==> config.mk <==
export PLATFORM = sky130hd
export DESIGN_NAME = bus_hold_arbiter
export DESIGN_NICKNAME = d
export VERILOG_FILES = /design/src/rtl/arb_pkg.sv /design/src/rtl/bus_arb_ctrl.sv /design/src/rtl/bus_arb_dp.sv /design/src/rtl/bus_hold_arbiter.sv
export SDC_FILE = /design/constraint.sdc
export NUM_CORES = 1
export LEC_CHECK = 0
export ABC_AREA = 1
export BUFFER_PORTS_ARGS = -buffer_cell sky130_fd_sc_hd__buf_2
export CAP_MARGIN = 20
export CORE_AREA = 2 2 39 41
export CTS_CLUSTER_DIAMETER = 100
export DETAILED_ROUTE_END_ITERATION = 7
export DIE_AREA = 0 0 41 43
export PLACE_DENSITY = 0.68
export SLEW_MARGIN = 20
export SYNTH_ARGS = -nofsm -noshare
export SYNTH_HDL_FRONTEND = slang
export SYNTH_HIERARCHICAL = 1
export SYNTH_SLANG_ARGS = --single-unit
==> constraint.sdc <==
create_clock -name clk -period 1.3 [get_ports clk]
set_clock_uncertainty 0.05 [all_clocks]
set_input_delay 0.26 -clock clk [delete_from_list [all_inputs] [get_ports clk]]
set_output_delay 0.26 -clock clk [all_outputs]
set_load 0.02 [all_outputs]
==> src/rtl/arb_pkg.sv <==
package arb_pkg;

  localparam int NUM_MST = 3;
  localparam int MST_CPU = 0;
  localparam int MST_XFC = 1;
  localparam int MST_DMA = 2;

  localparam int PH_W   = 2;
  localparam int MODE_W = 2;

  typedef enum logic [PH_W-1:0] {
    XPH_OTHER   = 2'd0,
    XPH_INFO_RD = 2'd1,
    XPH_FIRST   = 2'd2,
    XPH_WB      = 2'd3
  } xfcPhaseT;

  typedef enum logic [MODE_W-1:0] {
    DM_SINGLE = 2'd0,
    DM_BLOCK  = 2'd1,
    DM_BURST  = 2'd2,
    DM_RSVD   = 2'd3
  } dmaModeT;

  // strobes from control to the grant/acknowledge datapath
  typedef struct packed {
    logic               gntLoad;
    logic [NUM_MST-1:0] gntNext;
    logic               relSet;
    logic               relClr;
  } arbStrobeT;

endpackage

==> src/rtl/bus_arb_ctrl.sv <==
module bus_arb_ctrl
  import arb_pkg::*;
#(
  parameter int NM = NUM_MST
) (
  input  logic            clk,
  input  logic            rstN,
  input  logic [NM-1:0]   reqVec,
  input  logic [NM-1:0]   endVec,
  input  logic [PH_W-1:0] xfcPhase,
  input  logic            xfcRunDone,
  input  logic [MODE_W-1:0] dmaMode,
  input  logic            dmaDualRd,
  input  logic            dmaExtReq,
  input  logic            cfgSplitDma,
  input  logic            cfgRelEn,
  input  logic            cfgIrqEn,
  input  logic            extReqN,
  input  logic            extCycBusy,
  input  logic [NM-1:0]   gntIn,
  input  logic            relAckIn,
  output arbStrobeT       strb,
  output logic            dmaExtGo
);

  xfcPhaseT  phase;
  dmaModeT   mode;
  logic      extRelReq;
  logic      ownerReq;
  logic      ownerEnd;
  logic      bndry;
  logic      xfcKeep;
  logic      dmaKeep;
  logic      keep;
  logic [NM-1:0] cand;
  logic [NM-1:0] pick;
  logic      found;

  assign phase = xfcPhaseT'(xfcPhase);
  assign mode  = dmaModeT'(dmaMode);

  assign extRelReq = !extReqN && cfgRelEn && cfgIrqEn;

  assign ownerReq = |(gntIn & reqVec);
  assign ownerEnd = |(gntIn & endVec);
  assign bndry    = ownerEnd || !ownerReq;

  assign xfcKeep = reqVec[MST_XFC] && !xfcRunDone && (phase != XPH_OTHER);
  assign dmaKeep = reqVec[MST_DMA] &&
                   (dmaDualRd ||
                    (((mode == DM_BLOCK) || (mode == DM_BURST)) &&
                     !cfgSplitDma && !extRelReq));

  assign keep = (gntIn[MST_XFC] && xfcKeep) || (gntIn[MST_DMA] && dmaKeep);

  // releasing owner sits out one round if anybody else wants the bus
  always_comb begin
    cand = reqVec & ~gntIn;
    if (cand == '0) cand = reqVec;
  end

  always_comb begin
    pick  = '0;
    found = 1'b0;
    for (int i = NM-1; i >= 0; i--) begin
      if (cand[i] && !found) begin
        pick[i] = 1'b1;
        found   = 1'b1;
      end
    end
    if (!found) pick[MST_CPU] = 1'b1;
  end

  always_comb begin
    strb.gntLoad = bndry && !keep;
    strb.gntNext = pick;
    strb.relSet  = !relAckIn && extRelReq && !extCycBusy;
    strb.relClr  = relAckIn && extReqN;
  end

  assign dmaExtGo = gntIn[MST_DMA] && dmaExtReq && !relAckIn && !extRelReq;

  AST_GNT_STABLE_OFF_BOUNDARY: assert property (@(posedge clk) disable iff (!rstN)
    !bndry |=> $stable(gntIn)) else $error("grant moved off boundary");

  AST_XFC_PHASE_HOLD: assert property (@(posedge clk) disable iff (!rstN)
    (gntIn[MST_XFC] && endVec[MST_XFC] && reqVec[MST_XFC] && !xfcRunDone &&
     (xfcPhase != 2'd0)) |=> gntIn[MST_XFC]) else $error("xfc lost bus in held phase");

  AST_DMA_DUAL_HOLD: assert property (@(posedge clk) disable iff (!rstN)
    (gntIn[MST_DMA] && reqVec[MST_DMA] && dmaDualRd) |=> gntIn[MST_DMA])
    else $error("dma lost bus between paired read and write");

  AST_REL_AFTER_CYCLE: assert property (@(posedge clk) disable iff (!rstN)
    $rose(relAckIn) |-> !$past(extCycBusy)) else $error("release during busy cycle");

  AST_REL_HELD: assert property (@(posedge clk) disable iff (!rstN)
    (relAckIn && !extReqN) |=> relAckIn) else $error("release dropped early");

  AST_EXT_STALL: assert property (@(posedge clk) disable iff (!rstN)
    relAckIn |-> !dmaExtGo) else $error("external access while released");

endmodule

==> src/rtl/bus_arb_dp.sv <==
module bus_arb_dp
  import arb_pkg::*;
#(
  parameter int NM = NUM_MST
) (
  input  logic          clk,
  input  logic          rstN,
  input  arbStrobeT     strb,
  output logic [NM-1:0] gntQ,
  output logic          relAckQ
);

  for (genvar g = 0; g < NM; g++) begin : g_gnt
    localparam logic RST_VAL = (g == MST_CPU);
    always_ff @(posedge clk or negedge rstN) begin
      if (!rstN)             gntQ[g] <= RST_VAL;
      else if (strb.gntLoad) gntQ[g] <= strb.gntNext[g];
    end
  end

  always_ff @(posedge clk or negedge rstN) begin
    if (!rstN)            relAckQ <= 1'b0;
    else if (strb.relSet) relAckQ <= 1'b1;
    else if (strb.relClr) relAckQ <= 1'b0;
  end

  AST_GNT_ONEHOT: assert property (@(posedge clk) disable iff (!rstN)
    $countones(gntQ) == 1) else $error("grant not one-hot");

endmodule

==> src/rtl/bus_hold_arbiter.sv <==
module bus_hold_arbiter
  import arb_pkg::*;
(
  input  logic       clk,
  input  logic       rstN,
  input  logic       cpuReq,
  input  logic       cpuCycEnd,
  input  logic       xfcReq,
  input  logic [1:0] xfcPhase,
  input  logic       xfcRunDone,
  input  logic       xfcCycEnd,
  input  logic       dmaReq,
  input  logic [1:0] dmaMode,
  input  logic       dmaDualRd,
  input  logic       dmaCycEnd,
  input  logic       dmaExtReq,
  input  logic       cfgSplitDma,
  input  logic       cfgRelEn,
  input  logic       cfgIrqEn,
  input  logic       extReqN,
  input  logic       extCycBusy,
  output logic       cpuGnt,
  output logic       xfcGnt,
  output logic       dmaGnt,
  output logic       extRelAck,
  output logic       dmaExtGo
);

  logic [NUM_MST-1:0] reqVec;
  logic [NUM_MST-1:0] endVec;
  logic [NUM_MST-1:0] gnt;
  logic               relAck;
  arbStrobeT          strb;

  always_comb begin
    reqVec          = '0;
    endVec          = '0;
    reqVec[MST_CPU] = cpuReq;
    reqVec[MST_XFC] = xfcReq;
    reqVec[MST_DMA] = dmaReq;
    endVec[MST_CPU] = cpuCycEnd;
    endVec[MST_XFC] = xfcCycEnd;
    endVec[MST_DMA] = dmaCycEnd;
  end

  bus_arb_ctrl #(.NM(NUM_MST)) u_ctrl (
    .clk        (clk),
    .rstN       (rstN),
    .reqVec     (reqVec),
    .endVec     (endVec),
    .xfcPhase   (xfcPhase),
    .xfcRunDone (xfcRunDone),
    .dmaMode    (dmaMode),
    .dmaDualRd  (dmaDualRd),
    .dmaExtReq  (dmaExtReq),
    .cfgSplitDma(cfgSplitDma),
    .cfgRelEn   (cfgRelEn),
    .cfgIrqEn   (cfgIrqEn),
    .extReqN    (extReqN),
    .extCycBusy (extCycBusy),
    .gntIn      (gnt),
    .relAckIn   (relAck),
    .strb       (strb),
    .dmaExtGo   (dmaExtGo)
  );

  bus_arb_dp #(.NM(NUM_MST)) u_dp (
    .clk    (clk),
    .rstN   (rstN),
    .strb   (strb),
    .gntQ   (gnt),
    .relAckQ(relAck)
  );

  assign cpuGnt    = gnt[MST_CPU];
  assign xfcGnt    = gnt[MST_XFC];
  assign dmaGnt    = gnt[MST_DMA];
  assign extRelAck = relAck;

endmodule

# Yosys cells after proc, flatten, opt, wreduce, memory -nomap -nowiden
# Index checks and enable logic that the tools add are counted.
classes:
  n_eq_ne: 2
  mux: 9
  bitwise: 4
  reduce_logical: 37
ops:
  columns: ["operator", "n"]
  rows:
  - ["$logic_and A1 B1 Y1", 18]
  - ["$logic_not A1 Y1", 10]
  - ["$and A3 B3 Y3", 3]
  - ["$mux W1", 8]
  - ["$reduce_or A3 Y1", 2]
  - ["$logic_or A1 B1 Y1", 4]
  - ["$reduce_bool A2 Y1", 2]
  - ["$logic_not A3 Y1", 1]
  - ["$mux W3", 1]
  - ["$not A3 Y3", 1]
  - ["$eq A2 B1 Y1 const B", 1]
  - ["$eq A2 B2 Y1 const B", 1]
word_totals:
  register_bits: 4
  input_bits: 20
  output_inout_bits: 5
  elab_cells: 56

# Longest topological paths before layout
logic_depth:
  word_depth: 12
  depth_mapped: 9

# Cells and area by module
# The synthesis kept the hierarchy.
by_module_without_submodules:
  columns: ["module", "instances", "cells_each", "area_per_inst_um2"]
  rows:
  - ["bus_arb_ctrl", 1, 42, 198.9]
  - ["bus_arb_dp", 1, 18, 153.9]

# Least setup slack after synthesis
# Ideal clock, no wire load.
synth_timing:
  kind: "register to register"
  startpoint: "register u_dp.gntQ[1]"
  endpoint: "register u_dp.gntQ[1]"
  setup_time_ns: 0.118
  arrival_ns: 1.107
  path_slack_ns: 0.025
  stages_incl_launch_ff: 9
  n_path_buf: 0
  cell_sequence: "dfrtp_1 nand2_1 nand3_1 nand3_2 nand2_1 a21oi_2 inv_2 nand2_1 nand2_1"
synth_lines:
  columns: ["element", "line", "text"]
  rows:
  - ["start: declaration", "bus_arb_dp.sv:9", "output logic [NM-1:0] gntQ,"]
  - ["start signal: indexed assignment", "bus_arb_dp.sv:17", "else if (strb.gntLoad) gntQ[g] <= strb.gntNext[g];"]

# Worst setup path after layout
layout_timing:
  startpoint: "register u_dp.gntQ[2]"
  endpoint: "output port dmaExtGo"
layout_between:
  elab_chain_len: 3
layout_rtl:
  columns: ["element", "line", "text"]
  rows:
  - ["$logic_and A1 B1 Y1 (3 in a row)", "bus_arb_ctrl.sv:81", "assign dmaExtGo = gntIn[MST_DMA] && dmaExtReq && !relAckIn && !extRelReq;"]
  - ["end: declaration", "bus_hold_arbiter.sv:26", "output logic dmaExtGo"]
# No other way between the ends.

==> run_results.csv <==
group,metric,value,unit
timing,slew-limit-headroom,89.25,%
timing,fin_crit,1.331,ns
drt,ant_nets,0,
clock_tree,cts_tree,"yes",
clock_tree,cts.htree.levels,1,
timing,slew_violations,0,
drt,routedWlPerCell,8.721,µm
global_routing,grt_usage,13.10,%
die,die_height,43,µm
critical_path,worstPathArrival,1.02,ns
cells_and_area,syn_to_final_growth,65.25,%
cells_and_area,regArea,101.3,µm²
critical_path,cp_num_buf_inv,2,
die,core_area,1384,µm²
cells_and_area,fillers,152,
timing,fin_ws,-0.03096,ns
yosys,ys_types,15,
critical_path,critPathMaxStageDelay,0.40,ns
cells_and_area,diodes,0,
critical_path,endpoint_kind,"primary output",
yosys,postSynthNetCount,80,
cells_and_area,multi_input_area,198.9,µm²
global_routing,grt_pass1_wl,1573,µm
outcome,violations,"negative setup slack",
die,start_util,25.50,%
yosys,synth_edf_count,0,
clock_tree,cts.sinks,4,
critical_path,r2r_slack,-0.03,ns
critical_path,path_cells,"inv_2 > nor2_1 > and3_1 > buf_6",
placed_design,numPortBuffers,24,
clock_tree,path_clk_slew,0.04,ns
yosys,async_reset_ff_share,100.0,%
outcome,status,"finished with violations",
clock_tree,clockBufferDepth,2,
timing,hold_viol,0,
yosys,syn_avg_cell_area,5.881,µm²
timing,fin_crit_sh,102.4,%
placed_design,dp_hpwl,767.4,µm
placed_design,gp_congestion,0.7439,
timing,finalSetupViolCount,3,
timing,hold_slack,0.2179,ns
cells_and_area,nets,116,
global_routing,grt_pass1_vias,457,
pwr,p_leak,0.3757,nW
yosys,synth-seq-area-share,28.72,%
placed_design,placed_area,500.5,µm²
critical_path,cp_top_family,"flip-flops",
drt,drc_errors,0,
die,die_w,41,µm
die,dieArea,1763,µm²
critical_path,path_class,"flop to primary output",
drt,wl,968,µm
die,rows,14,
critical_path,cpMaxStageDelayCell,"dfrtp_1",
global_routing,grt_max_degree,6,
yosys,ys_ff_latch,4,
yosys,ys_warn_count,6,
yosys,syn_inst,60,
drt,drt-vias-per-instance,4.207,
drt,drt_iter0_markers,5,
clock_tree,cts_root_buf,"clkbuf_4",
yosys,synth_top_cells_by_count,"nand2_1, inv_1",
yosys,yosys.area.top_type,"nand2_1",
job,cap_violations,0,
global_routing,antenna_found_initial,0,
drt,vias,467,
timing,clock.fmax,0.7513,GHz
yosys,yosysTopAreaCellShare,26.60,%
clock_tree,cts_buffers,3,
yosys,yosysMostFrequentCell,"nand2_1",
pwr,irDropWorstVdd,0.0006253,V
hold_path,hp-class,"input pin to flop",
yosys,ys_top_cells_by_area,"nand2_1, dfrtp_1, inv_1",
critical_path,worst_ep_required_time,0.99,ns
cells_and_area,final_area,583.1,µm²
yosys,synth_area,352.8,µm²
yosys,ys.flop_type,"dfrtp_1",
drt,drtPass1Iterations,4,
clock_tree,clk_latency,0.24,ns
critical_path,cp-start-kind,"flop",
timing,rsz0062_at_grt,"true",
timing,worst_pin_slew,0.1605,ns
global_routing,grt-ovfl-total,0,
pwr,power.density,1856,nW/µm²
die,ios,25,
cells_and_area,post_route_cells_drive_above_1_share,45.26,%
critical_path,cp_max_fo,3,
flip-flops by register name, indices dropped and copies added, names as in the netlist:
register / count
u_dp/gntQ: 3
u_dp/relAckQ: 1
timing repair:
| action | CTS | global route |
|---|---|---|
| gates resized for setup | 2 | 1 |
| gates cloned | 0 | 0 |
| endpoints found under the hold margin | 4 | 0 |
| endpoints found under the setup margin | 1 | 5 |
| buffers inserted | 4 | 1 |
| hold buffers | 1 | 0 |
cells in the final DEF, fill, tap and decap left out, types with 2 or more instances in the layout:
cell type and n:
a21oi_2 2, buf_2 22, buf_4 7, clkbuf_4 3, dfrtp_1 3, inv_1 12
inv_2 2, nand2_1 25, nand2_2 3, nand3_1 3, nor2_1 3
stage by stage:
step | std cells | power (mW) | setup slack [ns] | TNS (ns) | utilization, %
after detailed placement | 101 | 0.7688 | 0.03499 | 0 | 36.17
after floorplan | 60 | 0.5983 | 0.02477 | 0 | -
after global routing | 111 | 1.175 | -0.09641 | -0.3462 | 42.13
after CTS | 110 | 1.057 | -0.04854 | -0.05387 | 41.41
after global placement | 101 | 0.7578 | 0.08594 | 0 | 36.17
final | 111 | 1.082 | -0.03096 | -0.06557 | 42.13
layer usage:
metal,GRT usage (%),routed length [µm],vias up
li1,-,-,248
met1,12.70,376,209
met2,22.81,540,10
met3,1.571,50,0
met4,10.00,0,0
met5,0,0,-
power by group:
part / leakage [nW] / internal [mW] / total (mW) / switching (mW)
logic: 0.312 / 0.304 / 0.669 / 0.365
registers: 0.0485 / 0.192 / 0.242 / 0.0495
clock network: 0.0150 / 0.116 / 0.171 / 0.0559
total: 0.376 / 0.612 / 1.08 / 0.470
final timing paths:
check	start	to	cells past startpoint
setup reg to reg	u_dp/gntQ[2]	u_dp/gntQ[1]	10
hold reg to reg	u_dp/gntQ[0]	u_dp/gntQ[0]	2
setup / recovery	u_dp/gntQ[2]	dmaExtGo	4
min in group asynchronous	rstN	u_dp/gntQ[2]	2
max in group asynchronous	rstN	u_dp/gntQ[0]	2
hold / removal	extCycBusy	u_dp/relAckQ	4
worst reg2reg max path: cells and delay by family (launching register included):
family,cells,cell delay [ns]
AO/OA/AOI/OAI,1,0.05
buffers and inverters,3,0.36
flip-flops,1,0.40
AND/OR/NAND/NOR,6,0.34
kinds of logic after synthesis:
| logic type | synth area share, % |
|---|---|
| flip-flops | 28.72 |
| AND/OR/NAND/NOR | 47.87 |
| buffers and inverters | 14.89 |
| AO/OA/AOI/OAI | 8.511 |
area by class of cell:
type	count	share of cell area, %
Timing Repair Buffer	31	31.55
Inverter	14	9.013
Multi-Input combinational cell	42	34.12
Clock buffer	4	4.506
Tap cell	16	3.433
Sequential cell	4	17.38
No activity file was read; power rests on OpenSTA's default activity.
